--- src/rtl/i2cbb_pkg.sv ---
package i2cbb_pkg;
  typedef enum logic [2:0] {
    BB_IDLE,
    BB_ARMED,
    BB_SHIFT_IN,
    BB_ACK_IN,
    BB_SHIFT_OUT,
    BB_ACK_OUT
  } bb_state_e;
endpackage

--- src/rtl/pin_edge_detect.sv ---
module pin_edge_detect #(
  parameter int unsigned LINES = 2
) (
  input  logic             clk,
  input  logic             rst_n,
  input  logic [LINES-1:0] lvl_i,
  output logic [LINES-1:0] rise_o,
  output logic [LINES-1:0] fall_o
);
  logic [LINES-1:0] prev_q;

  // previous levels start released so no false stop can appear after reset
  always_ff @(posedge clk or negedge rst_n) begin
    if (!rst_n) prev_q <= '1;
    else        prev_q <= lvl_i;
  end

  for (genvar g = 0; g < LINES; g++) begin : g_line
    assign rise_o[g] = lvl_i[g] & ~prev_q[g];
    assign fall_o[g] = ~lvl_i[g] & prev_q[g];
  end
endmodule

--- src/rtl/byte_out_stage.sv ---
module byte_out_stage #(
  parameter int unsigned W = 8
) (
  input  logic         clk,
  input  logic         rst_n,
  input  logic         push_i,
  input  logic [W-1:0] push_data_i,
  output logic         m_valid_o,
  output logic [W-1:0] m_data_o,
  input  logic         m_ready_i
);
  always_ff @(posedge clk or negedge rst_n) begin
    if (!rst_n) begin
      m_valid_o <= 1'b0;
      m_data_o  <= '0;
    end else if (push_i) begin
      m_valid_o <= 1'b1;
      m_data_o  <= push_data_i;
    end else if (m_valid_o && m_ready_i) begin
      m_valid_o <= 1'b0;
    end
  end


  hold_under_bp_chk: assert property (@(posedge clk) disable iff (!rst_n)
    (m_valid_o && !m_ready_i && !push_i) |=> (m_valid_o && $stable(m_data_o)));
endmodule

--- src/rtl/bb_i2c_fsm.sv ---
module bb_i2c_fsm
  import i2cbb_pkg::*;
#(
  parameter int unsigned BYTE_W = 8
) (
  input  logic              clk,
  input  logic              rst_n,
  input  logic              sda_i,
  input  logic              scl_i,
  input  logic              sda_rise_i,
  input  logic              sda_fall_i,
  input  logic              scl_fall_i,
  output logic              sda_drive_o,
  output logic              push_o,
  output logic [BYTE_W-1:0] push_data_o,
  output logic              xfer_start_o,
  output logic              xfer_end_o,
  output logic [BYTE_W-1:0] xfer_addr_o,
  output logic              xfer_rd_o,
  output logic              rd_ready_o,
  input  logic              rd_valid_i,
  input  logic [BYTE_W-1:0] rd_data_i
);
  localparam int unsigned CNT_W = (BYTE_W > 1) ? $clog2(BYTE_W) : 1;
  localparam logic [CNT_W-1:0] LAST_BIT = CNT_W'(BYTE_W - 1);

  bb_state_e         state_q;
  logic [CNT_W-1:0]  cnt_q;
  logic [BYTE_W-1:0] shreg_q;
  logic [BYTE_W-1:0] addr_q;
  logic              addr_vld_q;
  logic              start_q;
  logic              end_q;

  logic start_cond, stop_cond, active, rd_dir, fetch;
  logic [BYTE_W-1:0] fetched;

  assign start_cond = sda_fall_i & scl_i;
  assign stop_cond  = sda_rise_i & scl_i;
  assign active     = (state_q != BB_IDLE);
  // before the address is latched the direction is the bit just received
  assign rd_dir     = addr_vld_q ? addr_q[0] : shreg_q[0];
  assign fetch      = scl_fall_i &&
                      ((state_q == BB_ACK_IN && rd_dir) || state_q == BB_ACK_OUT);
  assign fetched    = rd_valid_i ? rd_data_i : '1;

  assign rd_ready_o  = fetch;
  assign push_o      = scl_fall_i && state_q == BB_ACK_IN && addr_vld_q;
  assign push_data_o = shreg_q;

  always_comb begin
    unique case (state_q)
      BB_ACK_IN:    sda_drive_o = 1'b0;
      BB_SHIFT_OUT: sda_drive_o = shreg_q[BYTE_W-1];
      default:      sda_drive_o = 1'b1;
    endcase
  end

  always_ff @(posedge clk or negedge rst_n) begin
    if (!rst_n) begin
      state_q    <= BB_IDLE;
      cnt_q      <= '0;
      shreg_q    <= '0;
      addr_q     <= '0;
      addr_vld_q <= 1'b0;
      start_q    <= 1'b0;
      end_q      <= 1'b0;
    end else begin
      start_q <= 1'b0;
      end_q   <= 1'b0;
      if (active && stop_cond) begin
        state_q    <= BB_IDLE;
        addr_vld_q <= 1'b0;
        end_q      <= addr_vld_q;
      end else begin
        unique case (state_q)
          BB_IDLE: begin
            if (start_cond) state_q <= BB_ARMED;
          end
          BB_ARMED: begin
            if (scl_fall_i && !sda_i) begin
              state_q <= BB_SHIFT_IN;
              cnt_q   <= LAST_BIT;
            end
          end
          BB_SHIFT_IN: begin
            if (scl_fall_i) begin
              shreg_q <= {shreg_q[BYTE_W-2:0], sda_i};
              if (cnt_q == '0) state_q <= BB_ACK_IN;
              else             cnt_q   <= cnt_q - 1'b1;
            end
          end
          BB_ACK_IN: begin
            if (scl_fall_i) begin
              if (!addr_vld_q) begin
                addr_q     <= shreg_q;
                addr_vld_q <= 1'b1;
                start_q    <= 1'b1;
              end
              cnt_q <= LAST_BIT;
              if (rd_dir) begin
                state_q <= BB_SHIFT_OUT;
                shreg_q <= fetched;
              end else begin
                state_q <= BB_SHIFT_IN;
              end
            end
          end
          BB_SHIFT_OUT: begin
            if (scl_fall_i) begin
              shreg_q <= {shreg_q[BYTE_W-2:0], 1'b0};
              if (cnt_q == '0) state_q <= BB_ACK_OUT;
              else             cnt_q   <= cnt_q - 1'b1;
            end
          end
          BB_ACK_OUT: begin
            if (scl_fall_i) begin
              state_q <= BB_SHIFT_OUT;
              shreg_q <= fetched;
              cnt_q   <= LAST_BIT;
            end
          end
          default: state_q <= BB_IDLE;
        endcase
      end
    end
  end

  assign xfer_start_o = start_q;
  assign xfer_end_o   = end_q;
  assign xfer_addr_o  = {addr_q[BYTE_W-1:1], 1'b0};
  assign xfer_rd_o    = addr_q[0];


  ack_drive_chk: assert property (@(posedge clk) disable iff (!rst_n)
    (state_q == BB_SHIFT_IN && cnt_q == '0 && scl_fall_i) |=> (sda_drive_o == 1'b0));

  stop_return_chk: assert property (@(posedge clk) disable iff (!rst_n)
    (active && stop_cond) |=> (state_q == BB_IDLE));

  end_needs_addr_chk: assert property (@(posedge clk) disable iff (!rst_n)
    (active && stop_cond && !addr_vld_q) |=> !xfer_end_o);

  rd_fetch_chk: assert property (@(posedge clk) disable iff (!rst_n)
    rd_ready_o |=> (state_q == BB_SHIFT_OUT && cnt_q == LAST_BIT));

  start_once_chk: assert property (@(posedge clk) disable iff (!rst_n)
    xfer_start_o |=> !xfer_start_o);
endmodule

--- src/rtl/swpin_i2c_target.sv ---
module swpin_i2c_target #(
  parameter int unsigned BYTE_W = 8
) (
  input  logic              clk,
  input  logic              rst_n,
  input  logic              sda_i,
  input  logic              scl_i,
  output logic              sda_o,
  output logic              xfer_start_o,
  output logic [BYTE_W-1:0] xfer_addr_o,
  output logic              xfer_rd_o,
  output logic              xfer_end_o,
  output logic              wr_valid_o,
  output logic [BYTE_W-1:0] wr_data_o,
  input  logic              wr_ready_i,
  output logic              rd_ready_o,
  input  logic              rd_valid_i,
  input  logic [BYTE_W-1:0] rd_data_i
);
  localparam int unsigned SDA_IDX = 0;
  localparam int unsigned SCL_IDX = 1;

  logic [1:0]        rise, fall;
  logic              push;
  logic [BYTE_W-1:0] push_data;

  pin_edge_detect #(.LINES(2)) u_edges (
    .clk    (clk),
    .rst_n  (rst_n),
    .lvl_i  ({scl_i, sda_i}),
    .rise_o (rise),
    .fall_o (fall)
  );

  bb_i2c_fsm #(.BYTE_W(BYTE_W)) u_fsm (
    .clk          (clk),
    .rst_n        (rst_n),
    .sda_i        (sda_i),
    .scl_i        (scl_i),
    .sda_rise_i   (rise[SDA_IDX]),
    .sda_fall_i   (fall[SDA_IDX]),
    .scl_fall_i   (fall[SCL_IDX]),
    .sda_drive_o  (sda_o),
    .push_o       (push),
    .push_data_o  (push_data),
    .xfer_start_o (xfer_start_o),
    .xfer_end_o   (xfer_end_o),
    .xfer_addr_o  (xfer_addr_o),
    .xfer_rd_o    (xfer_rd_o),
    .rd_ready_o   (rd_ready_o),
    .rd_valid_i   (rd_valid_i),
    .rd_data_i    (rd_data_i)
  );

  byte_out_stage #(.W(BYTE_W)) u_wr (
    .clk         (clk),
    .rst_n       (rst_n),
    .push_i      (push),
    .push_data_i (push_data),
    .m_valid_o   (wr_valid_o),
    .m_data_o    (wr_data_o),
    .m_ready_i   (wr_ready_i)
  );


  no_edge_when_low_chk: assert property (@(posedge clk) disable iff (!rst_n)
    (!scl_i && $past(!scl_i)) |=> !xfer_start_o && !xfer_end_o);
endmodule

--- config.mk ---
export PLATFORM = sky130hd
export DESIGN_NAME = swpin_i2c_target
export DESIGN_NICKNAME = d
export VERILOG_FILES = /design/src/rtl/i2cbb_pkg.sv /design/src/rtl/pin_edge_detect.sv /design/src/rtl/byte_out_stage.sv /design/src/rtl/bb_i2c_fsm.sv /design/src/rtl/swpin_i2c_target.sv
export SDC_FILE = /design/constraint.sdc
export NUM_CORES = 1
export LEC_CHECK = 0
export BUFFER_PORTS_ARGS = -buffer_cell sky130_fd_sc_hd__buf_2
export CAP_MARGIN = 20
export CORE_MARGIN = 5
export CORE_UTILIZATION = 30
export CTS_CLUSTER_DIAMETER = 30
export DETAILED_ROUTE_END_ITERATION = 10
export HOLD_SLACK_MARGIN = 0.12
export PLACE_DENSITY = 0.57
export SLEW_MARGIN = 20
export SYNTH_ARGS = -nofsm -noshare
export SYNTH_HDL_FRONTEND = slang
export SYNTH_HIERARCHICAL = 1
export SYNTH_SLANG_ARGS = --single-unit
--- constraint.sdc ---
create_clock -name clk -period 2.28 [get_ports clk]
set_input_delay 0 -clock clk [delete_from_list [all_inputs] [get_ports clk]]
set_output_delay 0 -clock clk [all_outputs]
set_load 0.02 [all_outputs]
After elaboration in Yosys (flattened, before gate mapping):

Cells that the tools add are included.

* latch bits: 0
* bits in read-only memories: 0
* flip-flop bits (word level): 36
* RAM bits: 0
* word-level logic and storage cells: 102
* memories: 0

* equal/unequal tests: 22
* order comparisons: 0
* bitwise gates (word level): 10
* $add $sub $neg: 1
* shift operators: 0
* mux-type cells: 35
* divide/modulo/power cells: 0
* multipliers: 0
* reductions and logical operators: 24

Operators by type and width (number)
* two-way mux 8 bit: 6
* two-way mux 3 bit: 14
* case mux 8 bit (4 select lines): 1
* != test 3 x 1 -> 1 bit (second input constant): 6
* case mux 3 bit (6 select lines): 1
* != test 2 x 1 -> 1 bit (second input constant): 8
* two-way mux 1 bit: 11
* case mux 3 bit (3 select lines): 1
* AND reduction 8 bit: 1
* logical AND 1 bit: 7
* AND reduction 7 bit: 1
* equality test 3 x 2 -> 1 bit (second input constant): 2
* equality test 3 bit (second input constant): 2
* logical NOT 3 bit: 2
* != test 3 x 2 -> 1 bit (second input constant): 2
* AND reduction 6 bit: 1
* nonzero test 2 bit: 3
* nonzero test 3 bit: 2
* AND 1 bit: 5
* inverter 1 bit: 5
* AND reduction 4 bit: 1
* nonzero test 4 bit: 1
* OR reduction 2 bit: 2
* equality test 3 x 1 -> 1 bit (second input constant): 1
* 6 further kinds: 6

Logic depth before layout (Yosys ltp):

* word-level depth: 6
* gate-level depth with buffers: 6
* depth with buffers taken out: 6

By module:

The synthesis kept the hierarchy.

By module, submodules not included
* bb_i2c_fsm: area each 1380.1 um2, instances 1, cells an instance 135, sequential area each 625.6 um2
* byte_out_stage: area each 369.1 um2, instances 1, cells an instance 20, sequential area each 225.2 um2
* pin_edge_detect: area each 87.6 um2, instances 1, cells an instance 6, sequential area each 52.6 um2

Least setup slack after synthesis:

OpenSTA, ideal clock, no wires.

* path type: flip-flop to flip-flop
* from: reg u_edges.prev_q[0]
* to: reg u_fsm.addr_q[0]
* library setup time: 0.125 ns
* clock period less this slack: 1.750 ns
* required time: 2.155 ns
* data arrival time: 1.625 ns
* path slack: 0.530 ns
* stages on the path, launching flop included: 6
* cells stage by stage: dfstp_2 -> and2b_2 -> nand2_1 -> nor2_1 -> nor3_4 -> mux2_2

* cells in the longest elaborated chain, start to end: 6

Ends and longest elaborated chain
* start: declaration: RTL line pin_edge_detect.sv:10 `logic [LINES-1:0] prev_q;`
* start signal: assignment: RTL line pin_edge_detect.sv:15 `else prev_q <= lvl_i;`
* inverter 1 bit: RTL line pin_edge_detect.sv:19 `assign rise_o[g] = lvl_i[g] & ~prev_q[g];`
* AND 1 bit: RTL line pin_edge_detect.sv:19
* via rise[0]: RTL line swpin_i2c_target.sv:23 `logic [1:0] rise, fall;`
* AND 1 bit: RTL line bb_i2c_fsm.sv:39 `assign stop_cond = sda_rise_i & scl_i;`
* logical AND 1 bit: RTL line bb_i2c_fsm.sv:71 `if (active && stop_cond) begin`
* inverter 1 bit (no source line)
* AND reduction 4 bit (no source line)
* end signal: assignment: RTL line bb_i2c_fsm.sv:96 `addr_q <= shreg_q;`
* end: declaration: RTL line bb_i2c_fsm.sv:30 `logic [BYTE_W-1:0] addr_q;`

The timed path passes the listed nets, and every way through them passes these cells.
A chain may end at the register's enable or synchronous reset.

Worst setup path after layout:

* from: reg u_fsm.state_q[0]
* to: reg u_fsm.addr_q[7]

* cells in the longest elaborated chain, start to end: 4
* elaborated cells between the ends (all ways): 5
* those cells by class: eq/ne: 1; bitwise: 1; reduce/logical: 3

Ends and longest elaborated chain
* start: declaration: RTL line bb_i2c_fsm.sv:27 `bb_state_e state_q;`
* start signal: assignment: RTL line bb_i2c_fsm.sv:61 `state_q <= BB_IDLE;`
* start signal: assignment: RTL line bb_i2c_fsm.sv:72 `state_q <= BB_IDLE;`
* start signal: assignment: RTL line bb_i2c_fsm.sv:78 `if (start_cond) state_q <= BB_ARMED;`
* nonzero test 3 bit: RTL line bb_i2c_fsm.sv:40 `assign active = (state_q != BB_IDLE);`
* logical AND 1 bit: RTL line bb_i2c_fsm.sv:71
* inverter 1 bit (no source line)
* AND reduction 4 bit (no source line) (*)

Every way passes the cells marked *; elsewhere a longest branch is shown, timed or not.

==> impl_metrics.csv <==
group,metric,value,unit
grt,antenna_found_initial,0,
setup_path,r2r_slack,350,ps
cells_and_area,seqCellArea,903.4,um^2
grt,grt_pass1_vias,1329,
route,routed_wl,3885,um
sta,max_slew_margin,0.4578,
setup_path,r2r_start,"u_fsm/state_q[0]",
grt,grt_max_degree,37,
placement,dp.cells,263,
cts,cts_num_sinks,36,
die,coreArea,5921,um^2
die,num_io_pins,36,
setup_path,critPathKind,"register to register",
sta,setup_viol,0,
route,drc_errors,0,
setup_path,cp.required,2460,ps
sta,finalHoldViolCount,0,
setup_path,path_cells,"and3b_2, nand2_1, nor3_4, mux2_2",
sta,max_freq,0.5175,GHz
power,powerDensity,959.6,nW/um^2
cells_and_area,antenna_cells,0,
sta,skew,5.133,ps
sta,min_period_over_period,0.8476,
worst_hold_path,min_path_type,"input port to register",
cells_and_area,drive_gt1_frac,0.3527,
setup_path,cp.depth,4,
cts,cts_setup_buffers,0,
cts,htree_num_levels,2,
yosys,synth_nets,176,
yosys,yosysWarnings,6,
cells_and_area,finalNonFillerCells,282,
setup_path,reg2regPathDepth,4,
placement,place_ws,358.0,ps
yosys,syn_area,1828,um^2
grt,grt_pass1_wl,6672,um
cts,cts_buffers,5,
die,initial_utilization,0.3087,
route,postRouteAntennaNets,0,
setup_path,critical_path.max_fanout,16,
setup_path,crit_slowest_cell,"dfrtp_1",
cts,cts.clk_slew.worst_paths,80,ps
status,status,"finished, final reports clean",
sta,fin_tns_setup,0,ps
route,wl_per_cell,13.78,um
sta,setup_ws,347.5,ps
cts,insertion_delay,290,ps
route,dr.pass1.iters,4,
grt,grt.total_usage,0.1123,
setup_path,endpoint_kind,"register",
job,drv_cap,0,
cts,clock_path_buffers,2,
setup_path,slowest_delay,630,ps
route,viasPerCell,4.738,
setup_path,crit_family,"simple AND/OR/NAND/NOR gates",
yosys,synthCells,160,
power,leakage,1.087,nW
cells_and_area,finalNetCount,222,
die,dieArea,7755,um^2
placement,hpwlAfterDp,2693,um
yosys,synth.avg_cell_area,11.43,um^2
power,peakVddDrop,0.4451,mV
sta,min_period,1932,ps
cts,cts_root_buf,"clkbuf_8",
cells_and_area,fillers,596,
sta,grt_setup_unrepaired,"false",
setup_path,reg2reg_to,"u_fsm/addr_q[7]",
cells_and_area,areaGrowthSynthToFinish,22.86,%
route,vias,1336,
sta,slew_viol_final,0,
setup_path,cp-endpoint,"u_fsm/addr_q[7]",
setup_path,cp-start-kind,"register",
cells_and_area,multi_input_area,843.3,um^2
cts,cts_tree,"built",
sta,worstMarginPinSlew,813.3,ps
sta,holdWs,191.7,ps
setup_path,cp.arrival,2110,ps
route,drt_iter0_markers,66,
cells_and_area,final_cell_mix,"34 x buf_2, 34 x dfrtp_1, 14 x nand2_1",
power,finalPower,0.002155,W
setup_path,cp-startpoint,"u_fsm/state_q[0]",
placement,portBuffers,34,
grt,grt_overflow,0,
die,fp.dieW,88.06,um
placement,gp_congestion,0.7941,
setup_path,cp_num_buf_inv,0,
die,core.rowCount,28,
die,die_height,88.06,um
## layer usage
layer | vias up | global-route usage | wire, um
li1 | 668 | - | -
met1 | 635 | 0.1449 | 1820
met2 | 26 | 0.1753 | 1795
met3 | 7 | 0.03387 | 192
met4 | 0 | 0.04670 | 76
met5 | - | 0 | 0
## area by class of cell
cell class,count,share of cell area
timing repair buffer,47,0.1315
sequential,36,0.4022
multi-input combinational,110,0.3755
inverter,6,0.01003
clock inverter,3,0.008357
clock buffer,5,0.03064
tap,75,0.04178
## worst min-delay path by stage
stage,from,to,slack [ps],cells past startpoint
final,rd_valid_i,u_fsm/push_data_o[5],190,3
after global routing,rd_valid_i,u_fsm/push_data_o[5],190,3
after CTS,rd_valid_i,u_fsm/push_data_o[5],160,3
after detailed placement,rst_n,u_fsm/cnt_q[1],140,1
after global placement,rst_n,u_fsm/cnt_q[1],140,1
after floorplan,rst_n,u_fsm/addr_q[0],-300,0
## worst reg2reg max path, stage by stage (launching register included)
cell and delay, ps:
dfrtp_1 630, and3b_2 310, nand2_1 100, nor3_4 400, mux2_2 380
## metrics by stage
step	cell area, um^2	util
final	2246	0.3793
after global routing	2246	0.3793
after CTS	2246	0.3793
after detailed placement	2048	0.3459
after global placement	2048	0.3459
after floorplan	1828	-
## where the power goes
part / total, W / internal (W) / leakage (nW) / switching, W
combinational: 0.000749 / 0.000324 / 0.568 / 0.000425
clock: 0.000452 / 0.000213 / 0.0479 / 0.000239
sequential: 0.000954 / 0.000776 / 0.470 / 0.000178
total: 0.00216 / 0.00131 / 1.09 / 0.000842
## repair_timing
action,in CTS,in global routing
hold endpoints to repair,44,0
hold buffers,11,0
resized for setup,0,0
## state kept, by name (all words and copies together) (netlist names)
signal	cells
u_fsm/xfer_end_o	1
u_fsm/xfer_start_o	1
u_wr/m_data_o	8
u_fsm/addr_q	8
u_fsm/push_data_o	8
u_wr/m_valid_o	1
u_fsm/state_q	3
u_fsm/addr_vld_q	1
u_edges/prev_q	2
u_fsm/cnt_q	3
No activity file was read; power rests on OpenSTA's default activity.
